[src/rtl/pcu_pkg.sv]
package pcu_pkg;
  typedef enum logic [1:0] {
    C_EQ  = 2'd0,
    C_NE  = 2'd1,
    C_LT  = 2'd2,
    C_LTU = 2'd3
  } cond_e;

  typedef enum logic [2:0] {
    T_NORM     = 3'd0,
    T_UNC      = 3'd1,
    T_AND      = 3'd2,
    T_OR       = 3'd3,
    T_ANDCM    = 3'd4,
    T_ORCM     = 3'd5,
    T_AND_ORCM = 3'd6,
    T_OR_ANDCM = 3'd7
  } ctype_e;

  typedef struct packed {
    logic we;
    logic d;
  } pwr_t;
endpackage

[src/rtl/pcu_cond_eval.sv]
module pcu_cond_eval
  import pcu_pkg::*;
#(
  parameter int DATA_W = 64
) (
  input  logic [DATA_W-1:0] a,
  input  logic              a_nat,
  input  logic [DATA_W-1:0] b,
  input  logic              b_nat,
  input  cond_e             cond,
  output logic              res
);
  logic raw;

  always_comb begin
    unique case (cond)
      C_EQ:    raw = (a == b);
      C_NE:    raw = (a != b);
      C_LT:    raw = ($signed(a) < $signed(b));
      default: raw = (a < b);
    endcase
    // a poisoned operand never yields a true condition
    res = raw & ~(a_nat | b_nat);
  end
endmodule

[src/rtl/pcu_write_ctrl.sv]
module pcu_write_ctrl
  import pcu_pkg::*;
(
  input  logic   fire,
  input  logic   qp,
  input  logic   res,
  input  ctype_e ctype,
  output pwr_t   w1,
  output pwr_t   w2
);
  always_comb begin
    w1 = '0;
    w2 = '0;
    if (fire) begin
      if (!qp) begin
        if (ctype == T_UNC) begin
          w1 = '{we: 1'b1, d: 1'b0};
          w2 = '{we: 1'b1, d: 1'b0};
        end
      end else begin
        unique case (ctype)
          T_NORM, T_UNC: begin
            w1 = '{we: 1'b1, d: res};
            w2 = '{we: 1'b1, d: ~res};
          end
          T_AND: begin
            w1 = '{we: ~res, d: 1'b0};
            w2 = '{we: ~res, d: 1'b0};
          end
          T_ANDCM: begin
            w1 = '{we: res, d: 1'b0};
            w2 = '{we: res, d: 1'b0};
          end
          T_OR: begin
            w1 = '{we: res, d: 1'b1};
            w2 = '{we: res, d: 1'b1};
          end
          T_ORCM: begin
            w1 = '{we: ~res, d: 1'b1};
            w2 = '{we: ~res, d: 1'b1};
          end
          T_AND_ORCM: begin
            w1 = '{we: ~res, d: 1'b0};
            w2 = '{we: ~res, d: 1'b1};
          end
          default: begin
            w1 = '{we: res, d: 1'b1};
            w2 = '{we: res, d: 1'b0};
          end
        endcase
      end
    end
  end
endmodule

[src/rtl/pcu_pred_file.sv]
module pcu_pred_file
  import pcu_pkg::*;
#(
  parameter int NPRED = 64,
  localparam int IDX_W = $clog2(NPRED)
) (
  input  logic             clk,
  input  logic             rst_n,
  input  logic             bulk_we,
  input  logic [NPRED-1:0] bulk_wd,
  input  pwr_t             w1,
  input  logic [IDX_W-1:0] idx1,
  input  pwr_t             w2,
  input  logic [IDX_W-1:0] idx2,
  output logic [NPRED-1:0] vec
);
  logic [NPRED-1:0] q;

  assign q[0] = 1'b1;

  for (genvar i = 1; i < NPRED; i++) begin : g_bit
    logic hit1, hit2, nxt;
    assign hit1 = w1.we && (idx1 == IDX_W'(i));
    assign hit2 = w2.we && (idx2 == IDX_W'(i));
    // first target outranks second on a shared index
    assign nxt  = bulk_we ? bulk_wd[i] : hit1 ? w1.d : hit2 ? w2.d : q[i];
    always_ff @(posedge clk or negedge rst_n) begin
      if (!rst_n) q[i] <= 1'b0;
      else        q[i] <= nxt;
    end
  end

  assign vec = q;

  AST_IDLE_HOLDS: assert property (@(posedge clk) disable iff (!rst_n)
    (!bulk_we && !w1.we && !w2.we) |=> $stable(vec));
endmodule

[src/rtl/pred_cmp_unit.sv]
module pred_cmp_unit
  import pcu_pkg::*;
#(
  parameter int DATA_W = 64,
  parameter int NPRED  = 64,
  localparam int IDX_W = $clog2(NPRED)
) (
  input  logic              clk,
  input  logic              rst_n,
  input  logic              cmp_valid,
  output logic              cmp_ready,
  input  logic [2:0]        cmp_type,
  input  logic [1:0]        cmp_cond,
  input  logic [IDX_W-1:0]  cmp_qp,
  input  logic [IDX_W-1:0]  cmp_t1,
  input  logic [IDX_W-1:0]  cmp_t2,
  input  logic [DATA_W-1:0] opa,
  input  logic              opa_nat,
  input  logic [DATA_W-1:0] opb,
  input  logic              opb_nat,
  input  logic              bulk_we,
  input  logic [NPRED-1:0]  bulk_wd,
  output logic [NPRED-1:0]  bulk_rd
);
  logic   fire, res, qp_val;
  pwr_t   w1, w2;
  ctype_e ctype;

  assign cmp_ready = ~bulk_we;
  assign fire      = cmp_valid & cmp_ready;
  assign ctype     = ctype_e'(cmp_type);
  assign qp_val    = bulk_rd[cmp_qp];

  pcu_cond_eval #(.DATA_W(DATA_W)) u_eval (
    .a(opa), .a_nat(opa_nat), .b(opb), .b_nat(opb_nat),
    .cond(cond_e'(cmp_cond)), .res(res)
  );

  pcu_write_ctrl u_wctl (
    .fire(fire), .qp(qp_val), .res(res), .ctype(ctype), .w1(w1), .w2(w2)
  );

  pcu_pred_file #(.NPRED(NPRED)) u_file (
    .clk(clk), .rst_n(rst_n), .bulk_we(bulk_we), .bulk_wd(bulk_wd),
    .w1(w1), .idx1(cmp_t1), .w2(w2), .idx2(cmp_t2), .vec(bulk_rd)
  );

  AST_P0_TRUE: assert property (@(posedge clk) disable iff (!rst_n)
    (fire && cmp_t1 == '0) |=> bulk_rd[0]);

  AST_NORM_COMPL: assert property (@(posedge clk) disable iff (!rst_n)
    (fire && qp_val && ctype == T_NORM && cmp_t1 != cmp_t2 && cmp_t1 != '0 && cmp_t2 != '0)
    |=> (bulk_rd[$past(cmp_t1)] != bulk_rd[$past(cmp_t2)]));

  AST_UNC_CLEAR: assert property (@(posedge clk) disable iff (!rst_n)
    (fire && !qp_val && ctype == T_UNC && cmp_t1 != '0) |=> !bulk_rd[$past(cmp_t1)]);

  AST_QP_FALSE_HOLD: assert property (@(posedge clk) disable iff (!rst_n)
    (fire && !qp_val && ctype != T_UNC) |=> $stable(bulk_rd));

  AST_NAT_FALSE: assert property (@(posedge clk) disable iff (!rst_n)
    (fire && qp_val && ctype == T_NORM && (opa_nat || opb_nat) && cmp_t1 != '0)
    |=> !bulk_rd[$past(cmp_t1)]);

  AST_BULK_LOAD: assert property (@(posedge clk) disable iff (!rst_n)
    bulk_we |=> (bulk_rd == ($past(bulk_wd) | NPRED'(1))));

  AST_READY_GATE: assert property (@(posedge clk) disable iff (!rst_n)
    bulk_we |-> !cmp_ready);
endmodule

[config.mk]
export PLATFORM = sky130hd
export DESIGN_NAME = pred_cmp_unit
export DESIGN_NICKNAME = d
export VERILOG_FILES = /design/src/rtl/pcu_pkg.sv /design/src/rtl/pcu_cond_eval.sv /design/src/rtl/pcu_write_ctrl.sv /design/src/rtl/pcu_pred_file.sv /design/src/rtl/pred_cmp_unit.sv
export SDC_FILE = /design/constraint.sdc
export NUM_CORES = 1
export LEC_CHECK = 0
export BUFFER_PORTS_ARGS = -buffer_cell sky130_fd_sc_hd__buf_2
export CAP_MARGIN = 10
export CORE_ASPECT_RATIO = 0.9
export CORE_MARGIN = 2
export CORE_UTILIZATION = 35
export CTS_BUF_LIST = sky130_fd_sc_hd__clkbuf_4 sky130_fd_sc_hd__clkbuf_8 sky130_fd_sc_hd__clkbuf_16
export DETAILED_ROUTE_END_ITERATION = 7
export GPL_TIMING_DRIVEN = 0
export HOLD_SLACK_MARGIN = 0.02
export REMOVE_ABC_BUFFERS = 1
export SETUP_SLACK_MARGIN = 0.3
export SYNTH_ARGS = -nofsm -noshare
export SYNTH_HDL_FRONTEND = slang
export SYNTH_SLANG_ARGS = --single-unit
[constraint.sdc]
create_clock -name clk -period 5.2 [get_ports clk]
set_input_delay 1.04 -clock clk [delete_from_list [all_inputs] [get_ports clk]]
set_output_delay 1.04 -clock clk [all_outputs]
set_load 0.02 [all_outputs]
==> impl_summary.txt, run 1 <==
----------------------------------------------------
[Timing]
  Upper clock frequency limit ... 0.2106 GHz
  Worst clock skew ... 0.008054 ns
  Shortest period the worst path allows ... between 4 and 5 ns
  Setup repair after global routing missed its margin ... false
  Pins over their slew limit ... 0
  Worst slew margin relative to its limit ... 0.2748
  Setup tns final ... 0 ns
  Number of endpoints failing setup at the final stage ... 0
  Final hold violation count ... 0
  Post-route fraction of the period consumed by the critical path ... 0.9130
  Worst Max-Slew Pin Slew ... approximately 1.1 ns

[Placement]
  Post-place instance area ... 8746 µm²
  Port Buffers ... 283
  Placer's final routability congestion estimate ... 0.9967
  HPWL reported at the end of detailed placement ... 23,710 µm

[Layout]
  Number of flip-flops under the largest register name ... 63
  Fraction of final layout cells with drive strength greater than 1 ... 0.3120
  Fill count ... 2,057
  Final standard cell utilization of the core ... 0.4645
  Post-layout net count ... 1,451
  P&R area growth vs syn ... 29.94%
  Area of all placed cells without fillers ... between 9000 and 10,000 µm²
  Most used cells in the layout excluding fill and tap cells ... buf_2 (280), nand2_1 (97), inv_1 (73)
  Most frequent standard cell in the layout excluding fill and tap cells ... buf_2

[Global routing]
  Total GRT Usage ... 0.2893
  Antenna violations before repair ... 1
  Largest net degree at the start of global routing ... 93
  Via count of the first global-routing pass ... 8,416
  Remaining global-route overflow ... 0
  Wire length of the first global-routing pass ... 48,300 µm

[Logic synthesis]
  Avg Inst Size Synth ... 7.833 µm²
  Xor/xnor cell area share of the yosys netlist ... 0.001222
  Post-synth EDFFs ... 0
  Portion of netlist area occupied by mux cells ... 0.07839
  Largest family of logic cells by synthesized area ... simple AND/OR/NAND/NOR gates
  Total standard cell area after synthesis ... 7167 µm²
  Sequential area share after synthesis ... 0.2200
  Cell count after synthesis ... 915
  Share of flip-flops with an asynchronous set or reset ... 1.000
  Count of synthesis-stage warnings from yosys ... 0
  Commonest register cell after synthesis ... dfrtp_1
  Synthesized flop and latch total ... 63
  Synth Area in Adders ... 0.1117
  Compound-Gate Fraction of Synth Area ... 0.2526
  Simple-gate area share of the yosys netlist ... 0.2584
  Yosys cell types ... 61

[Clock tree]
  Clk sinks ... 63
  H-tree depth reported by CTS ... 3
  Number of buffers between clock root and the deepest sink ... 2
  Quantity of hold-fixing buffers added after cts ... 0
  Num CTS Buffers ... 9
  Clock network latency to the later pin of the worst-skew pair ... 0.35 ns
  CTS tree ... yes
  Cell at the root of the clock tree ... clkbuf_16
  Clk slew on worst S/H paths ... 0.06 ns

[Worst hold path]
  Min-Delay Endpoint ... u_file.vec[9]
  Class of the tightest hold or removal check ... reg -> reg
  Start point of the worst min-delay path ... u_file.vec[9]
  Hold-critical path depth ... 3

[Worst setup path]
  Type of origin of the critical path ... input port
  Startpoint-to-endpoint class of the critical path ... in -> reg
  Register-to-Register Setup Slack ... 1.24 ns
  Req. time, crit path ... 5.43 ns
  Arrival @ worst endpoint ... about 5 ns
  Endpoint class of the critical path ... register
  Startpoint of the worst-slack reg-to-reg timing path ... u_file.vec[54]
  Largest fanout of any net on the critical path ... 44
  R2r endpoint ... u_file.vec[48]
  Number of cell instances on the worst register-to-register path ... 10

[Job]
  Number of max-cap violations ... 0

[Floorplanning]
  Die height ... 139.8 µm
  Full die area ... between 20,000 and 25,000 µm²
  Top-level port count ... 286
  Die X-Extent ... 154.8 µm
  Initial core utilization ... 0.3575
  Core Box Area ... 20,050 µm²
  Row cnt ... 49

[Detailed routing]
  Wirelength per Cell ... 22.69 µm
  Detailed Route WL ... 32,360 µm
  Via count of the routed design ... 8,804
  Number of DRC markers in iteration 0 ... just under 900
  Antenna-violating nets left ... 0
  DR vias/cell ... roughly 6.2
  DRC violation count after routing ... 0
  Number of detailed-routing iterations run before antenna repair ... 5

[Power]
  P_leak ... 4.278 nW
  Worst IR drop on VDD ... 0.2005 mV
  Power per standard cell area ... 206.2 nW/µm²

[Outcome]
  Run status ... complete, no violations

----------------------------------------------------
-- cell type report --
class	count	area [µm²]	share of cell area
multi-input combinational	717	5185	0.5568
timing repair buffer	302	1634	0.1755
sequential	63	1577	0.1693
tap	255	319.1	0.03426
inverter	73	274.0	0.02942
clock buffer	12	254.0	0.02727
clock inverter	3	67.56	0.007255
antenna	1	2.502	0.0002687
-- metal layers --
| layer | wire [µm] | share of wire | global-route usage | vias up |
|---|---|---|---|---|
| li1 | - | - | - | 3953 |
| met1 | 13350 | 0.41 | 0.3832 | 4143 |
| met2 | 14520 | 0.45 | 0.4544 | 616 |
| met3 | 3511 | 0.11 | 0.08284 | 92 |
| met4 | 981 | 0.030 | 0.09552 | 0 |
| met5 | 0 | 0 | 0 | - |
-- worst max-delay path by stage --
stage | start | depth (start not counted) | endpoint | slack (ns)
6_report | opa[27] | 12 | u_file.vec[48] | 0.45
2_1_floorplan | opb[27] | 12 | u_file.vec[32] | -0.40
3_3_place_gp | opa[27] | 12 | u_file.vec[32] | -2.39
5_1_grt | opb[27] | 13 | u_file.vec[48] | 0.31
3_5_place_dp | opa[27] | 12 | u_file.vec[32] | -0.99
4_1_cts | opa[27] | 12 | u_file.vec[48] | 0.31
-- cells in the mapped netlist, types with 3 or more instances --
cell type / n / share of area
dfrtp_1: 63 / 0.22
nand2_1: 98 / 0.051
ha_1: 64 / 0.11
mux2i_1: 22 / 0.031
nor3_1: 40 / 0.028
nand3_1: 39 / 0.027
a311oi_1: 4 / 0.0049
nand4_1: 23 / 0.020
o31a_1: 13 / 0.016
a211oi_1: 4 / 0.0042
o311a_1: 9 / 0.013
nor3_2: 4 / 0.0056
o221ai_1: 18 / 0.022
a22o_1: 13 / 0.016
a21oi_1: 31 / 0.022
o41ai_1: 14 / 0.017
buf_2: 20 / 0.014
inv_1: 73 / 0.038
mux2_2: 3 / 0.0047
a21o_1: 6 / 0.0063
nor4_1: 9 / 0.0079
nor2_1: 62 / 0.032
a32oi_1: 8 / 0.0098
clkbuf_1: 36 / 0.019
a221oi_1: 40 / 0.049
nand2b_1: 10 / 0.0087
and3_1: 4 / 0.0035
o21ai_0: 49 / 0.034
and4_1: 7 / 0.0086
o21ai_1: 10 / 0.0070
nor2b_1: 54 / 0.047
mux4_2: 13 / 0.041
a31oi_1: 15 / 0.013
-- report_power, final --
part           switching [mW]  internal (mW)
Sequential             0.0471          0.535
Combinational           0.391          0.266
Clock                   0.240          0.441
Total                   0.678           1.24
-- cell families after synthesis --
group	after synthesis
XOR/XNOR	1
adder cells (fa/ha/maj)	64
flip-flops	63
buffers and inverters	136
AO/OA/AOI/OAI	248
multiplexers	39
other	1
AND/OR/NAND/NOR	363
-- repair_timing --
item | CTS | global route
setup buffers | 14 | 0
endpoints found under the setup margin | 63 | 59
gates resized for setup | 8 | 16
pin swaps | 5 | 0
cloned | 1 | 0
-- per-stage QoR --
step           std cells  hold slack [ns]  setup slack [ns]  power [mW]
3_3_place_gp        1390           0.7159            -2.391       1.200
2_1_floorplan        852           0.7444           -0.3987      0.9116
4_1_cts             1425           0.7330            0.3082       1.902
3_5_place_dp        1395           0.7151           -0.9909       1.214
6_report            1426           0.7422            0.4523       1.920
5_1_grt             1426           0.7747            0.3121       1.998
-- worst max-delay path, cell delays in order --
cell	delay [ns]
buf_2	0.10
ha_1	0.32
a21oi_1	0.15
o21ai_0	0.09
a221o_1	0.35
a2111o_1	0.46
a2111oi_4	0.43
mux2_2	0.49
mux2_8	0.51
nor4_1	0.33
mux2_2	0.38
a221o_1	0.32
No activity file was read; power rests on OpenSTA's default activity.
==> run 2, diff against run 1 <==
Settings changed: SLEW_MARGIN set to 20.
Clock period 5.2 ns to 4.95 ns, I/O delays scaled along.
==> impl_summary.txt, run 2 (same netlist as run 1, synthesis figures left out) <==
----------------------------------------------------
[Worst setup path]
  Kind of cell adding the most delay to the critical path ... multiplexers
  Type of origin of the critical path ... input port
  Buffers & Inverters on Critical Path ... 1 (unchanged)
  Largest fanout of any net on the critical path ... 22 (-50%)
  Critical path cell sequence ... clkbuf_4 -> mux4_2 -> mux2_2 -> and3_1 -> or4_4 -> nand2_2 -> a21oi_1 -> mux2_8 -> nor4_1 -> mux2_2 -> a221o_1
  Crit path largest cell delay ... 0.62 ns (+0.11 ns)
  Startpoint-to-endpoint class of the critical path ... in -> reg
  Arrival @ worst endpoint ... 4.76 ns (-0.22 ns)
  Req. time, crit path ... 5.18 ns (-0.25 ns)
  Endpoint class of the critical path ... register
  Library cell contributing the largest single delay on the critical path ... mux4_2
  Dominant cell type by count on the critical path ... mux2_2

[Global routing]
  GR Layer Usage met2 ... 0.4509 (-0.003524)
  Via count of the first global-routing pass ... 8,362 (-0.64%)
  GRT Max-Usage Layer ... met2
  Largest net degree at the start of global routing ... 57 (-39%)
  Met3 capacity usage during global routing ... 0.07537 (-0.007474)
  Wire length of the first global-routing pass ... 47,980 µm (-0.66%)
  Remaining global-route overflow ... 0 (unchanged)
  Met1 Track Usage GR ... 0.3869 (+0.003619)
  Antenna violations before repair ... 3 (+2)
  Total GRT Usage ... 0.2879 (-0.001453)

[Clock tree]
  Num CTS Buffers ... 9 (unchanged)
  Cell at the root of the clock tree ... clkbuf_16
  Clk sinks ... 63 (unchanged)
  Number of buffers between clock root and the deepest sink ... 2 (unchanged)
  H-tree depth reported by CTS ... 3 (unchanged)
  Clk slew on worst S/H paths ... 0.06 ns (about the same)
  CTS tree ... yes
  Clock network latency to the later pin of the worst-skew pair ... 0.35 ns (about the same)

[Power]
  Worst IR drop on VDD ... 0.1995 mV (-0.53%)
  Power per standard cell area ... 206.1 nW/µm² (about the same)
  Power after layout ... 1.910 mW (-0.55%)
  P_leak ... 4.256 nW (-0.51%)

[Detailed routing]
  Wirelength per Cell ... 22.93 µm (+1.1%)
  DR vias/cell ... 6.232 (+0.95%)
  DRC violation count after routing ... 0 (unchanged)
  Number of detailed-routing iterations run before antenna repair ... 6 (+1)
  Number of DRC markers in iteration 0 ... 1,112 (+26%)
  Detailed Route WL ... 32,680 µm (+0.99%)
  Via count of the routed design ... 8,881 (+0.87%)
  Antenna-violating nets left ... 0 (unchanged)

[Layout]
  P&R area growth vs syn ... 29.28%
  Fraction of final layout cells with drive strength greater than 1 ... 0.3148 (+0.002833)
  Area of all placed cells without fillers ... 9265 µm² (-0.51%)
  Most used cells in the layout excluding fill and tap cells ... buf_2 (280), nand2_1 (97), inv_1 (73)
  Number of flip-flops under the largest register name ... 63 (unchanged)
  Most frequent standard cell in the layout excluding fill and tap cells ... buf_2
  Post-layout net count ... 1,450 (-0.069%)

[Timing]
  Post-route fraction of the period consumed by the critical path ... 0.9153
  Final hold violation count ... 0 (unchanged)
  Pins over their slew limit ... 0 (unchanged)
  Setup repair after global routing missed its margin ... false
  Worst slew margin relative to its limit ... 0.2899 (+0.01508)
  Worst Max-Slew Pin Slew ... 1.064 ns (-0.02259 ns)
  Worst clock skew ... 0.007510 ns (-0.0005440 ns)
  Number of endpoints failing setup at the final stage ... 0 (unchanged)
  Upper clock frequency limit ... around 0.22 GHz
  Shortest period the worst path allows ... approximately 4.5 ns

[Floorplanning]
  Initial core utilization ... 0.3575 (unchanged)
  Die height ... 139.8 µm (unchanged)
  Die X-Extent ... 154.8 µm (unchanged)
  Core Box Area ... 20,050 µm² (unchanged)
  Full die area ... 21,640 µm² (unchanged)
  Top-level port count ... 286 (unchanged)
  Row cnt ... 49 (unchanged)

[Placement]
  Port Buffers ... 283 (unchanged)
  Placer's final routability congestion estimate ... 0.9967 (unchanged)
  HPWL reported at the end of detailed placement ... 24,030 µm (+1.4%)
  Post-place instance area ... 8740 µm² (about the same)

[Outcome]
  Run status ... complete, no violations

[Worst hold path]
  Class of the tightest hold or removal check ... in -> async

[Job]
  Number of max-cap violations ... 0 (unchanged)

----------------------------------------------------
## run 2: cell types whose count changed in the layout (fill, tap and decap cells not counted), sizes merged
cell    before  now
buf        301  300
mux2         4    5
bufinv       2    0
clkinv       0    3
mux2i       23   22
clkbuf      13   12
## run 2: layout make-up
| cell class | instances | area (µm²) |
|---|---|---|
| fill | 2022 | 10780 |
| multi-input combinational | 717 | 5213 |
| timing repair buffer | 301 | 1612 |
| sequential | 63 | 1577 |
| tap | 255 | 319.1 |
| inverter | 73 | 274.0 |
| clock buffer | 11 | 246.5 |
| clock inverter | 4 | 22.52 |
| antenna | 1 | 2.502 |
## run 2: where the power goes
part,internal (mW),switching (mW)
logic,0.280,0.411
clock network,0.352,0.254
registers,0.562,0.0505
total,1.19,0.715
## run 2: repair_timing
action / 4_1_cts / 5_1_grt
pin swaps: 5 / 2
gates cloned: 0 / 1
hold buffers: 0 / 0
gates resized for setup: 12 / 17
endpoints found under the setup margin: 63 / 60
setup buffers: 12 / 0
## run 2: final timing paths
path	slack, ns	endpoint	from	cells after the start
setup reg to reg	1.10	u_file.vec[48]	u_file.vec[51]	10
hold / removal	0.61	u_file.vec[24]	rst_n	1
max in group asynchronous	3.78	u_file.vec[22]	rst_n	2
hold reg to reg	0.75	u_file.vec[9]	u_file.vec[9]	3
setup / recovery	0.42	u_file.vec[48]	cmp_qp[0]	11
min in group clk	0.75	u_file.vec[9]	u_file.vec[9]	3
## run 2: through the flow
stage,util,TNS [ns],hold slack (ns),setup WS [ns],std cells
floorplan,-,-19.26,0.6944,-0.5987,852
global placement,0.4301,-134.92,0.7159,-2.591,1390
detailed placement,0.4359,-45.80,0.7167,-1.049,1396
CTS,0.4572,0,0.6345,0.3022,1423
global route,0.4621,0,0.6393,0.3196,1425
finish,0.4621,0,0.6079,0.4191,1425
## run 2: metal layers
metal | routed length, µm | share of wire | vias to the layer above
li1 | - | - | 3957
met1 | 12770 | 0.39 | 4130
met2 | 14480 | 0.44 | 679
met3 | 4282 | 0.13 | 111
met4 | 1113 | 0.034 | 4
met5 | 24 | 0.00073 | -
==> run 3, diff against run 2 <==
Settings changed: CORE_ASPECT_RATIO 0.9 to not set, CORE_MARGIN 2 to 4.
==> impl_summary.txt, run 3 (same netlist as run 1, synthesis figures left out) <==
----------------------------------------------------
[Outcome]
  Run status ... complete, no violations

[Timing]
  Setup tns final ... 0 ns (unchanged)
  Worst slew margin relative to its limit ... 0.3178 (+0.02797)
  Number of endpoints failing setup at the final stage ... 0 (unchanged)
  Worst path setup slack after routing ... 0.4410 ns (+0.02193 ns)
  Pins over their slew limit ... 0 (unchanged)
  Upper clock frequency limit ... 0.2218 GHz (+0.49%)
  Worst hold slack ... 0.5214 ns (-0.08651 ns)
  Post-route fraction of the period consumed by the critical path ... 0.9109 (-0.004430)
  Worst clock skew ... 0.004504 ns (-0.003006 ns)
  Setup repair after global routing missed its margin ... true
  Final hold violation count ... 0 (unchanged)
  Shortest period the worst path allows ... 4.509 ns (-0.02193 ns)
  Worst Max-Slew Pin Slew ... 1.022 ns (-0.04190 ns)

[Placement]
  Worst setup slack after placement ... -1.175 ns (-0.1266 ns)
  Port Buffers ... 283 (unchanged)
  Placer's final routability congestion estimate ... 0.9528 (-4.4%)
  Post-place instance area ... 8786 µm² (+0.53%)
  Total instance count after detailed placement ... 1,411 (+1.1%)
  HPWL reported at the end of detailed placement ... 24,390 µm (+1.5%)

[Layout]
  Number of flip-flops under the largest register name ... 63 (unchanged)
  Finished Layout Cells ... 1,440 (+1.1%)
  Fraction of final layout cells with drive strength greater than 1 ... 0.3128 (-0.001978)
  Fill count ... 2,078 (+2.8%)
  Final standard cell utilization of the core ... 0.4639 (+0.001748)
  Register Area ... 1577 µm² (unchanged)
  Most frequent standard cell in the layout excluding fill and tap cells ... buf_2
  Number of antenna diodes ... 0 (-1)
  P&R area growth vs syn ... 30.55%
  Most used cells in the layout excluding fill and tap cells ... buf_2 (280), nand2_1 (97), inv_1 (73)
  Post-layout net count ... 1,450 (unchanged)
  Area of all placed cells without fillers ... 9356 µm² (+0.99%)
  Total area of multi-input combinational cells ... 5196 µm² (-0.31%)

[Worst hold path]
  Class of the tightest hold or removal check ... in -> async

[Floorplanning]
  Die height ... 151.1 µm (+8.1%)
  Core Box Area ... 20,170 µm² (+0.61%)
  Full die area ... 22,830 µm² (+5.5%)
  Top-level port count ... 286 (unchanged)
  Die X-Extent ... 151.1 µm (-2.4%)
  Row cnt ... 52 (+6.1%)
  Initial core utilization ... 0.3553 (-0.002151)

[Clock tree]
  Clk sinks ... 63 (unchanged)
  Cell at the root of the clock tree ... clkbuf_16
  H-tree depth reported by CTS ... 3 (unchanged)
  Num CTS Buffers ... 9 (unchanged)
  CTS tree ... yes
  Clock network latency to the later pin of the worst-skew pair ... 0.34 ns (about the same)
  Clk slew on worst S/H paths ... 0.06 ns (about the same)
  Number of buffers between clock root and the deepest sink ... 2 (unchanged)
  Quantity of hold-fixing buffers added after cts ... 0 (unchanged)

[Worst setup path]
  Register-to-Register Setup Slack ... 1.16 ns (+0.06 ns)
  Startpoint-to-endpoint class of the critical path ... in -> reg
  Endpoint class of the critical path ... register
  Type of origin of the critical path ... input port
  Largest fanout of any net on the critical path ... 22 (unchanged)
  Req. time, crit path ... 5.17 ns (about the same)
  Number of cell instances on the worst register-to-register path ... 10 (unchanged)
  Arrival @ worst endpoint ... 4.73 ns (-0.03 ns)
  R2r endpoint ... u_file.vec[45]
  Startpoint of the worst-slack reg-to-reg timing path ... u_file.vec[55]

[Global routing]
  Largest net degree at the start of global routing ... 66 (+16%)
  Wire length of the first global-routing pass ... 47,890 µm (-0.19%)
  Antenna violations before repair ... 2 (-1)
  Via count of the first global-routing pass ... 8,568 (+2.5%)
  Remaining global-route overflow ... 0 (unchanged)
  Total GRT Usage ... 0.2756 (-0.01222)

[Power]
  Power per standard cell area ... 217.2 nW/µm² (+5.4%)
  Power share of the combinational group ... 0.342 (-0.020)
  P_leak ... 4.285 nW (+0.68%)
  Sw Pwr ... 718.8 µW (+0.50%)
  Power after layout ... 2.032 mW (+6.4%)
  Sequential share of power ... 0.300 (-0.021)
  Cell Int Power ... 1.313 mW (+9.9%)
  Worst IR drop on VDD ... 0.1568 mV (-21%)
  Clock share of power ... 0.358 (+0.041)
  Sw frac ... 0.3538 (-0.02078)

[Detailed routing]
  Via count of the routed design ... 8,776 (-1.2%)
  Wirelength per Cell ... 23.03 µm (+0.41%)
  DRC violation count after routing ... 0 (unchanged)
  Number of detailed-routing iterations run before antenna repair ... 7 (+1)
  Antenna-violating nets left ... 0 (unchanged)
  Detailed Route WL ... 33,160 µm (+1.5%)
  DR vias/cell ... 6.094 (-2.2%)
  Number of DRC markers in iteration 0 ... 989 (-11%)

[Job]
  Number of max-cap violations ... 0 (unchanged)

----------------------------------------------------
==> run 3: routing by layer <==
| metal | wire (µm) | vias to the layer above | share of wire | GRT usage |
|---|---|---|---|---|
| li1 | - | 3947 | - | - |
| met1 | 12470 | 4043 | 0.38 | 0.3427 |
| met2 | 15060 | 658 | 0.45 | 0.4566 |
| met3 | 4049 | 126 | 0.12 | 0.06523 |
| met4 | 1565 | 2 | 0.047 | 0.1188 |
| met5 | 13 | - | 0.00039 | 0 |
==> run 3: final cells by class <==
cell class                      count  area share
Clock inverter                      5    0.008558
Timing Repair Buffer              301      0.1752
Tap cell                          270     0.03611
Clock buffer                       11     0.02701
Inverter                           73     0.02929
Multi-Input combinational cell    717      0.5554
Sequential cell                    63      0.1685
==> run 3: how the worst max path moves through the flow <==
stage,start,cells past startpoint,endpoint
floorplan,opb[27],12,u_file.vec[32]
global placement,cmp_qp[0],11,u_file.vec[32]
detailed placement,opb[63],13,u_file.vec[32]
CTS,opa[27],12,u_file.vec[48]
global route,opb[27],13,u_file.vec[48]
finish,opa[27],12,u_file.vec[48]
==> run 3: repair_timing <==
action,4_1_cts,5_1_grt
buffers inserted,12,0
gates resized for setup,15,12
pin swaps,5,2
setup endpoints to repair,63,55
cloned,0,1
==> run 3: power groups by stage <==
stage	sequential, mW	clock (mW)	combinational, mW
after floorplan	0.658	0	0.299
after global placement	0.616	0	0.644
after detailed placement	0.616	0	0.664
after CTS	0.607	0.728	0.676
after global routing	0.614	0.748	0.756
final	0.609	0.728	0.695
==> run 3: critical path, cell delays in order <==
cell and delay (ns):
buf_2 0.10, ha_1 0.32, a21oi_1 0.15, o21ai_0 0.09
a221o_1 0.36, a2111o_1 0.45, a2111oi_4 0.45, mux2_4 0.41
mux2_8 0.45, nor4_1 0.28, mux2_2 0.37, a221o_1 0.31
